$ cat config.mk
export PLATFORM = sky130hd
export DESIGN_NAME = hold_bus_arbiter
export DESIGN_NICKNAME = d
export VERILOG_FILES = /design/src/rtl/hba_pkg.sv /design/src/rtl/hba_phase.sv /design/src/rtl/hba_seq.sv /design/src/rtl/hba_drive.sv /design/src/rtl/hold_bus_arbiter.sv
export SDC_FILE = /design/constraint.sdc
export NUM_CORES = 1
export LEC_CHECK = 0
export CAP_MARGIN = 20
export CORE_MARGIN = 2
export CORE_UTILIZATION = 35
export CTS_CLUSTER_DIAMETER = 30
export DETAILED_ROUTE_END_ITERATION = 10
export DONT_BUFFER_PORTS = 1
export PLACE_DENSITY = 0.46
export SLEW_MARGIN = 30
export SYNTH_ARGS = -nofsm -noshare
export SYNTH_HDL_FRONTEND = slang
export SYNTH_SLANG_ARGS = --single-unit
$ cat constraint.sdc
create_clock -name clk -period 2.3 [get_ports clk]
set_clock_uncertainty 0.1 [all_clocks]
set_input_delay 0.46 -clock clk [delete_from_list [all_inputs] [get_ports clk]]
set_output_delay 0.46 -clock clk [all_outputs]
set_load 0.01 [all_outputs]
$ cat src/rtl/hba_pkg.sv
package hba_pkg;
    typedef enum logic [1:0] {
        ST_IDLE = 2'd0,
        ST_ADDR = 2'd1,
        ST_DATA = 2'd2,
        ST_HOLD = 2'd3
    } bstate_e;
endpackage

$ cat src/rtl/hba_phase.sv
module hba_phase #(
    parameter int PH_DIV = 2
) (
    input  logic clk,
    input  logic rst_n,
    input  logic hold_i,
    output logic tick_o,
    output logic hold_s_o
);
    localparam int CW = (PH_DIV > 2) ? $clog2(PH_DIV) : 1;
    localparam logic [CW-1:0] LAST = CW'(PH_DIV - 1);

    typedef struct packed {
        logic [CW-1:0] cnt;
        logic          hold_s;
    } ph_t;

    ph_t ph_d, ph_q;

    always_comb begin
        ph_d        = ph_q;
        ph_d.hold_s = hold_i;
        if (ph_q.cnt == LAST) ph_d.cnt = '0;
        else                  ph_d.cnt = ph_q.cnt + 1'b1;
    end

    always_ff @(posedge clk) begin
        if (!rst_n) ph_q <= '0;
        else        ph_q <= ph_d;
    end

    assign tick_o   = (ph_q.cnt == LAST);
    assign hold_s_o = ph_q.hold_s;

    a_r1_sampled_each_edge: assert property (@(posedge clk) disable iff (!rst_n)
        $past(rst_n) |-> (hold_s_o == $past(hold_i)));
endmodule

$ cat src/rtl/hba_seq.sv
module hba_seq
    import hba_pkg::*;
#(
    parameter int ADDR_W = 30,
    parameter int LANES  = 4
) (
    input  logic              clk,
    input  logic              rst_n,
    input  logic              tick_i,
    input  logic              hold_s_i,
    input  logic              req_i,
    input  logic [ADDR_W-1:0] addr_i,
    input  logic [LANES-1:0]  be_i,
    input  logic              wr_i,
    input  logic              mio_i,
    input  logic              dc_i,
    input  logic              rdy_i,
    input  logic              narrow_i,
    output bstate_e           st_o,
    output logic [ADDR_W-1:0] cur_addr_o,
    output logic [LANES-1:0]  cur_be_o,
    output logic              cur_wr_o,
    output logic              cur_mio_o,
    output logic              cur_dc_o,
    output logic              done_o
);
    localparam int HALF = LANES / 2;
    localparam logic [LANES-1:0] HI_MASK = {{(LANES - HALF){1'b1}}, {HALF{1'b0}}};

    typedef struct packed {
        bstate_e           st;
        logic              half2;
        logic              done;
        logic [ADDR_W-1:0] addr;
        logic [LANES-1:0]  be;
        logic              wr;
        logic              mio;
        logic              dc;
    } seq_t;

    seq_t s_d, s_q;
    logic lo_any, hi_any, split_now;

    assign lo_any    = |s_q.be[HALF-1:0];
    assign hi_any    = |s_q.be[LANES-1:HALF];
    assign split_now = narrow_i && !s_q.half2 && lo_any && hi_any;

    always_comb begin
        s_d      = s_q;
        s_d.done = 1'b0;
        if (tick_i) begin
            unique case (s_q.st)
                ST_IDLE: begin
                    if (hold_s_i) begin
                        s_d.st = ST_HOLD;
                    end else if (req_i) begin
                        s_d.st    = ST_ADDR;
                        s_d.half2 = 1'b0;
                        s_d.addr  = addr_i;
                        s_d.be    = be_i;
                        s_d.wr    = wr_i;
                        s_d.mio   = mio_i;
                        s_d.dc    = dc_i;
                    end
                end
                ST_ADDR: s_d.st = ST_DATA;
                ST_DATA: begin
                    if (rdy_i) begin
                        if (split_now) begin
                            s_d.st    = ST_ADDR;
                            s_d.half2 = 1'b1;
                            s_d.be    = s_q.be & HI_MASK;
                        end else begin
                            s_d.done  = 1'b1;
                            s_d.half2 = 1'b0;
                            s_d.st    = hold_s_i ? ST_HOLD : ST_IDLE;
                        end
                    end
                end
                ST_HOLD: begin
                    if (!hold_s_i) s_d.st = ST_IDLE;
                end
                default: s_d.st = ST_IDLE;
            endcase
        end
    end

    always_ff @(posedge clk) begin
        if (!rst_n) begin
            s_q    <= '0;
            s_q.st <= ST_IDLE;
        end else begin
            s_q <= s_d;
        end
    end

    assign st_o       = s_q.st;
    assign cur_addr_o = s_q.addr;
    assign cur_be_o   = s_q.be;
    assign cur_wr_o   = s_q.wr;
    assign cur_mio_o  = s_q.mio;
    assign cur_dc_o   = s_q.dc;
    assign done_o     = s_q.done;

    a_r1_grant_needs_request: assert property (@(posedge clk) disable iff (!rst_n)
        (s_q.st == ST_HOLD && $past(s_q.st) != ST_HOLD) |-> $past(hold_s_i));

    a_r2_no_grant_after_strobe: assert property (@(posedge clk) disable iff (!rst_n)
        (s_q.st == ST_ADDR) |=> (s_q.st != ST_HOLD));

    a_r3_split_before_grant: assert property (@(posedge clk) disable iff (!rst_n)
        (s_q.st == ST_HOLD && $past(s_q.st) == ST_DATA) |->
            $past(!(narrow_i && !s_q.half2 && lo_any && hi_any)));

    a_r6_release_needs_low: assert property (@(posedge clk) disable iff (!rst_n)
        (s_q.st != ST_HOLD && $past(s_q.st) == ST_HOLD) |-> !$past(hold_s_i));

    a_r8_done_single: assert property (@(posedge clk) disable iff (!rst_n)
        s_q.done |=> !s_q.done);
endmodule

$ cat src/rtl/hba_drive.sv
module hba_drive
    import hba_pkg::*;
#(
    parameter int ADDR_W = 30,
    parameter int LANES  = 4
) (
    input  bstate_e           st_i,
    input  logic [ADDR_W-1:0] cur_addr_i,
    input  logic [LANES-1:0]  cur_be_i,
    input  logic              cur_wr_i,
    input  logic              cur_mio_i,
    input  logic              cur_dc_i,
    output logic              hlda_o,
    output logic              oe_o,
    output logic              ads_n_o,
    output logic [ADDR_W-1:0] addr_o,
    output logic [LANES-1:0]  be_n_o,
    output logic              wr_o,
    output logic              mio_o,
    output logic              dc_o
);
    always_comb begin
        hlda_o  = (st_i == ST_HOLD);
        oe_o    = (st_i != ST_HOLD);
        ads_n_o = (st_i != ST_ADDR);
        addr_o  = cur_addr_i;
        be_n_o  = ~cur_be_i;
        wr_o    = cur_wr_i;
        mio_o   = cur_mio_i;
        dc_o    = cur_dc_i;
    end
endmodule

$ cat src/rtl/hold_bus_arbiter.sv
module hold_bus_arbiter
    import hba_pkg::*;
#(
    parameter int ADDR_W = 30,
    parameter int LANES  = 4,
    parameter int PH_DIV = 2
) (
    input  logic              clk,
    input  logic              rst_n,
    input  logic              hold_i,
    output logic              hlda_o,
    input  logic              loc_req_i,
    input  logic [ADDR_W-1:0] loc_addr_i,
    input  logic [LANES-1:0]  loc_be_i,
    input  logic              loc_wr_i,
    input  logic              loc_mio_i,
    input  logic              loc_dc_i,
    output logic              loc_done_o,
    input  logic              rdy_i,
    input  logic              narrow_i,
    output logic [ADDR_W-1:0] addr_o,
    output logic [LANES-1:0]  be_n_o,
    output logic              wr_o,
    output logic              mio_o,
    output logic              dc_o,
    output logic              ads_n_o,
    output logic              bus_oe_o
);
    logic              tick, hold_s;
    bstate_e           st;
    logic [ADDR_W-1:0] cur_addr;
    logic [LANES-1:0]  cur_be;
    logic              cur_wr, cur_mio, cur_dc;

    hba_phase #(.PH_DIV(PH_DIV)) u_phase (
        .clk      (clk),
        .rst_n    (rst_n),
        .hold_i   (hold_i),
        .tick_o   (tick),
        .hold_s_o (hold_s)
    );

    hba_seq #(.ADDR_W(ADDR_W), .LANES(LANES)) u_seq (
        .clk        (clk),
        .rst_n      (rst_n),
        .tick_i     (tick),
        .hold_s_i   (hold_s),
        .req_i      (loc_req_i),
        .addr_i     (loc_addr_i),
        .be_i       (loc_be_i),
        .wr_i       (loc_wr_i),
        .mio_i      (loc_mio_i),
        .dc_i       (loc_dc_i),
        .rdy_i      (rdy_i),
        .narrow_i   (narrow_i),
        .st_o       (st),
        .cur_addr_o (cur_addr),
        .cur_be_o   (cur_be),
        .cur_wr_o   (cur_wr),
        .cur_mio_o  (cur_mio),
        .cur_dc_o   (cur_dc),
        .done_o     (loc_done_o)
    );

    hba_drive #(.ADDR_W(ADDR_W), .LANES(LANES)) u_drive (
        .st_i       (st),
        .cur_addr_i (cur_addr),
        .cur_be_i   (cur_be),
        .cur_wr_i   (cur_wr),
        .cur_mio_i  (cur_mio),
        .cur_dc_i   (cur_dc),
        .hlda_o     (hlda_o),
        .oe_o       (bus_oe_o),
        .ads_n_o    (ads_n_o),
        .addr_o     (addr_o),
        .be_n_o     (be_n_o),
        .wr_o       (wr_o),
        .mio_o      (mio_o),
        .dc_o       (dc_o)
    );

    a_r5_no_strobe_granted: assert property (@(posedge clk) disable iff (!rst_n)
        hlda_o |-> (ads_n_o && !bus_oe_o));

    a_r7_no_start_on_release: assert property (@(posedge clk) disable iff (!rst_n)
        $fell(hlda_o) |-> ads_n_o);

    a_r9_reset_values: assert property (@(posedge clk)
        !$past(rst_n) |-> (!hlda_o && bus_oe_o && ads_n_o && !loc_done_o));
endmodule

==> flow_summary.ini <==
[run_status]
outcome = finished clean

[floorplan]
rows = 27
die-area_um2 = 6250
die_w_um = 79.1
core_area_um2 = 5470
start_util = 0.361
dieHeight_um = 79.1
ios = 84

[layout]
diodes = 0
drive_gt1_frac = 0.0640
area_growth_pct = -5.39
nets = 246
fillCellCount = 623
utilization = 0.341

[timing]
finalCritPeriodShare = 0.767
tightest_slew_ps = 346
setup_tns_ps = 0
final-hold-violation-count = 0
finalSetupViolations = 0
drv_slew = 0
max_freq_mhz = 567
relSlewSlack = 0.767
rsz0062_at_grt = no
final.min_clock_period_ps = 1760

[routing]
wl_met3_um = 366
vias = 1299
routed_wl_mm = 3.97
wl_per_cell_um = 14.4
ant_nets = 0
route.detailed.drc = 0
met1_length_mm = 1.77
avgViaCountPerCell = 4.72
wl_met2_mm = 1.77
drt_iter0_drc = 31
drtPass1Iterations = 4
top_layer = met4

[cts]
htree_levels = 2
clockBufferDepth = 2
cts_root_buf = clkbuf_8
cts_setup_buffers = 0
ctsHoldBuffers = 0
cts_resized = 0
numCtsBuffers = 5
cts_tree = built
clock_sinks = 43
clk_pin_slew_ps = 80
clock_latency_ps = 290

[logic_synthesis]
ys_warn_count = 0
ys_ff_latch = 43
synth_nets = 278
synthArstFlopShare = 0
synth_edf_count = 0
ys_types = 27
postSynthAreaPerCell_um2 = 8.40
synth_xor_area_frac = 0
ys_top_cells_by_count = nand2_1, dfxtp_1, buf_4
synth_compound_area_frac = 0.182
ys.flop_type = dfxtp_1
synth_area_leaders = dfxtp_1, nand2_1, buf_4
synth_top_cell_area_share = 0.436
synthAdderAreaFrac = 0
seq_area_frac_synth = 0.436
synth_top_family_by_area = simple AND/OR/NAND/NOR gates
synthMuxAreaShare = 0.00507
yosysMostFrequentCell = nand2_1
synth_top_area_cell = dfxtp_1
syn_inst = 235
yosys.area_share.simple = 0.193
synth_area_um2 = 1970

[place]
gp_congestion = 0.778
dpl.hpwl_mm = 2.71
io_buffers = 0

[critical_path]
cp_slowest_stage_delay_ps = 460
critPathArrivalTime_ps = 1850
cp_slowest_cell = or3b_4
worstPathMaxFanout = 18
reg2reg_depth = 5
crit_path_end_kind = flop
worstPathRequired_ps = 2390
worstSetupPathType = reg2reg
cp-start-kind = flop
crit_chain = or3b_4, nor2_2, buf_4, a31oi_1, o221a_2

[global_routing]
antenna_found_initial = 0
grt_pass1_wl_mm = 6.27
grt_overflow_total = 0
grtUsageTotal = 0.130
grt_pass1_vias = 1301
grt_max_degree = 44

[power]
cellPowerDensity_nw_per_um2 = 794
max-vdd-ir-drop_mv = 0.243
leakage_nw = 0.630

[run]
max_cap_viol_count = 0

[worst_hold_path]
hp-class = in2reg
hold_path_depth = 2
==> cells in the final DEF (no fill, tap or decap), types with 2 or more instances in the layout <==
master,synthesis,final
nand2_1,73,73
dfxtp_1,43,43
a21boi_1,30,30
inv_1,8,8
a21boi_0,8,8
clkbuf_8,0,5
nor3_1,4,4
buf_4,31,4
nand3_1,3,3
a21oi_1,3,3
and2_1,2,2
nand2b_1,2,2
o22ai_1,2,2
a22oi_1,2,2
==> path summary, 6_finish.rpt <==
| check | slack (ps) | startpoint | end |
|---|---|---|---|
| worst max-delay path | 540 | u_seq.st_o[1] | u_seq.st_o[1] |
| worst min register to register | 370 | u_seq.s_q[38] | u_seq.s_q[38] |
| worst max register to register | 540 | u_seq.st_o[1] | u_seq.st_o[1] |
| worst min-delay path | 190 | loc_mio_i | u_seq.cur_mio_o |
==> through the flow <==
step / instance area (um^2) / hold WS, ps / total power [mW] / std cells / setup WS [ps]
2_1_floorplan: 1970 / 335 / 0.951 / 235 / 647
3_3_place_gp: 1760 / 364 / 0.933 / 268 / 527
3_5_place_dp: 1760 / 365 / 0.935 / 268 / 496
4_1_cts: 1870 / 175 / 1.51 / 275 / 521
5_1_grt: 1870 / 167 / 1.57 / 275 / 424
6_report: 1870 / 190 / 1.48 / 275 / 535
==> flip-flops by register name (all words and copies together) (netlist names) <==
name and count:
u_seq.cur_be_o 4, u_seq.s_q 1, u_phase.hold_s_o 1, u_seq.cur_dc_o 1
u_phase.tick_o 1, u_seq.cur_mio_o 1, u_seq.st_o 2, u_seq.cur_wr_o 1
u_seq.done_o 1, u_seq.cur_addr_o 30
==> worst max-delay path: cells and delay by family (launching register included) <==
family                 cells  cell delay, ps
buffers and inverters      1             240
and+or+nand+nor            2             590
DFF                        1             390
AOI/OAI and AO/OA          2             340
==> power by group <==
group	switching [mW]	internal (mW)	leakage [nW]	total [mW]
clock network	0.250	0.318	0.0513	0.569
registers	0.0371	0.775	0.349	0.812
logic	0.0564	0.0452	0.229	0.102
==> layer usage <==
metal  vias up  GRT usage
met1       584      0.148
met5         -          0
met4         0     0.0569
met2        48      0.214
li1        661          -
met3         6     0.0545
==> final cells by class <==
cell class	instances	area, um^2	share of cell area
Tap cell	72	90.1	0.0483
Clock buffer	6	72.6	0.0389
Timing Repair Buffer	4	30.0	0.0161
Multi-Input combinational cell	141	753	0.403
Sequential cell	43	861	0.461
Inverter	8	30.0	0.0161
Clock inverter	1	30.0	0.0161
==> cell families after synthesis <==
| logic type | Yosys count |
|---|---|
| AOI/OAI and AO/OA | 49 |
| DFF | 43 |
| and+or+nand+nor | 91 |
| buffers and inverters | 51 |
| muxes | 1 |
(Power assumes the default switching activity.)
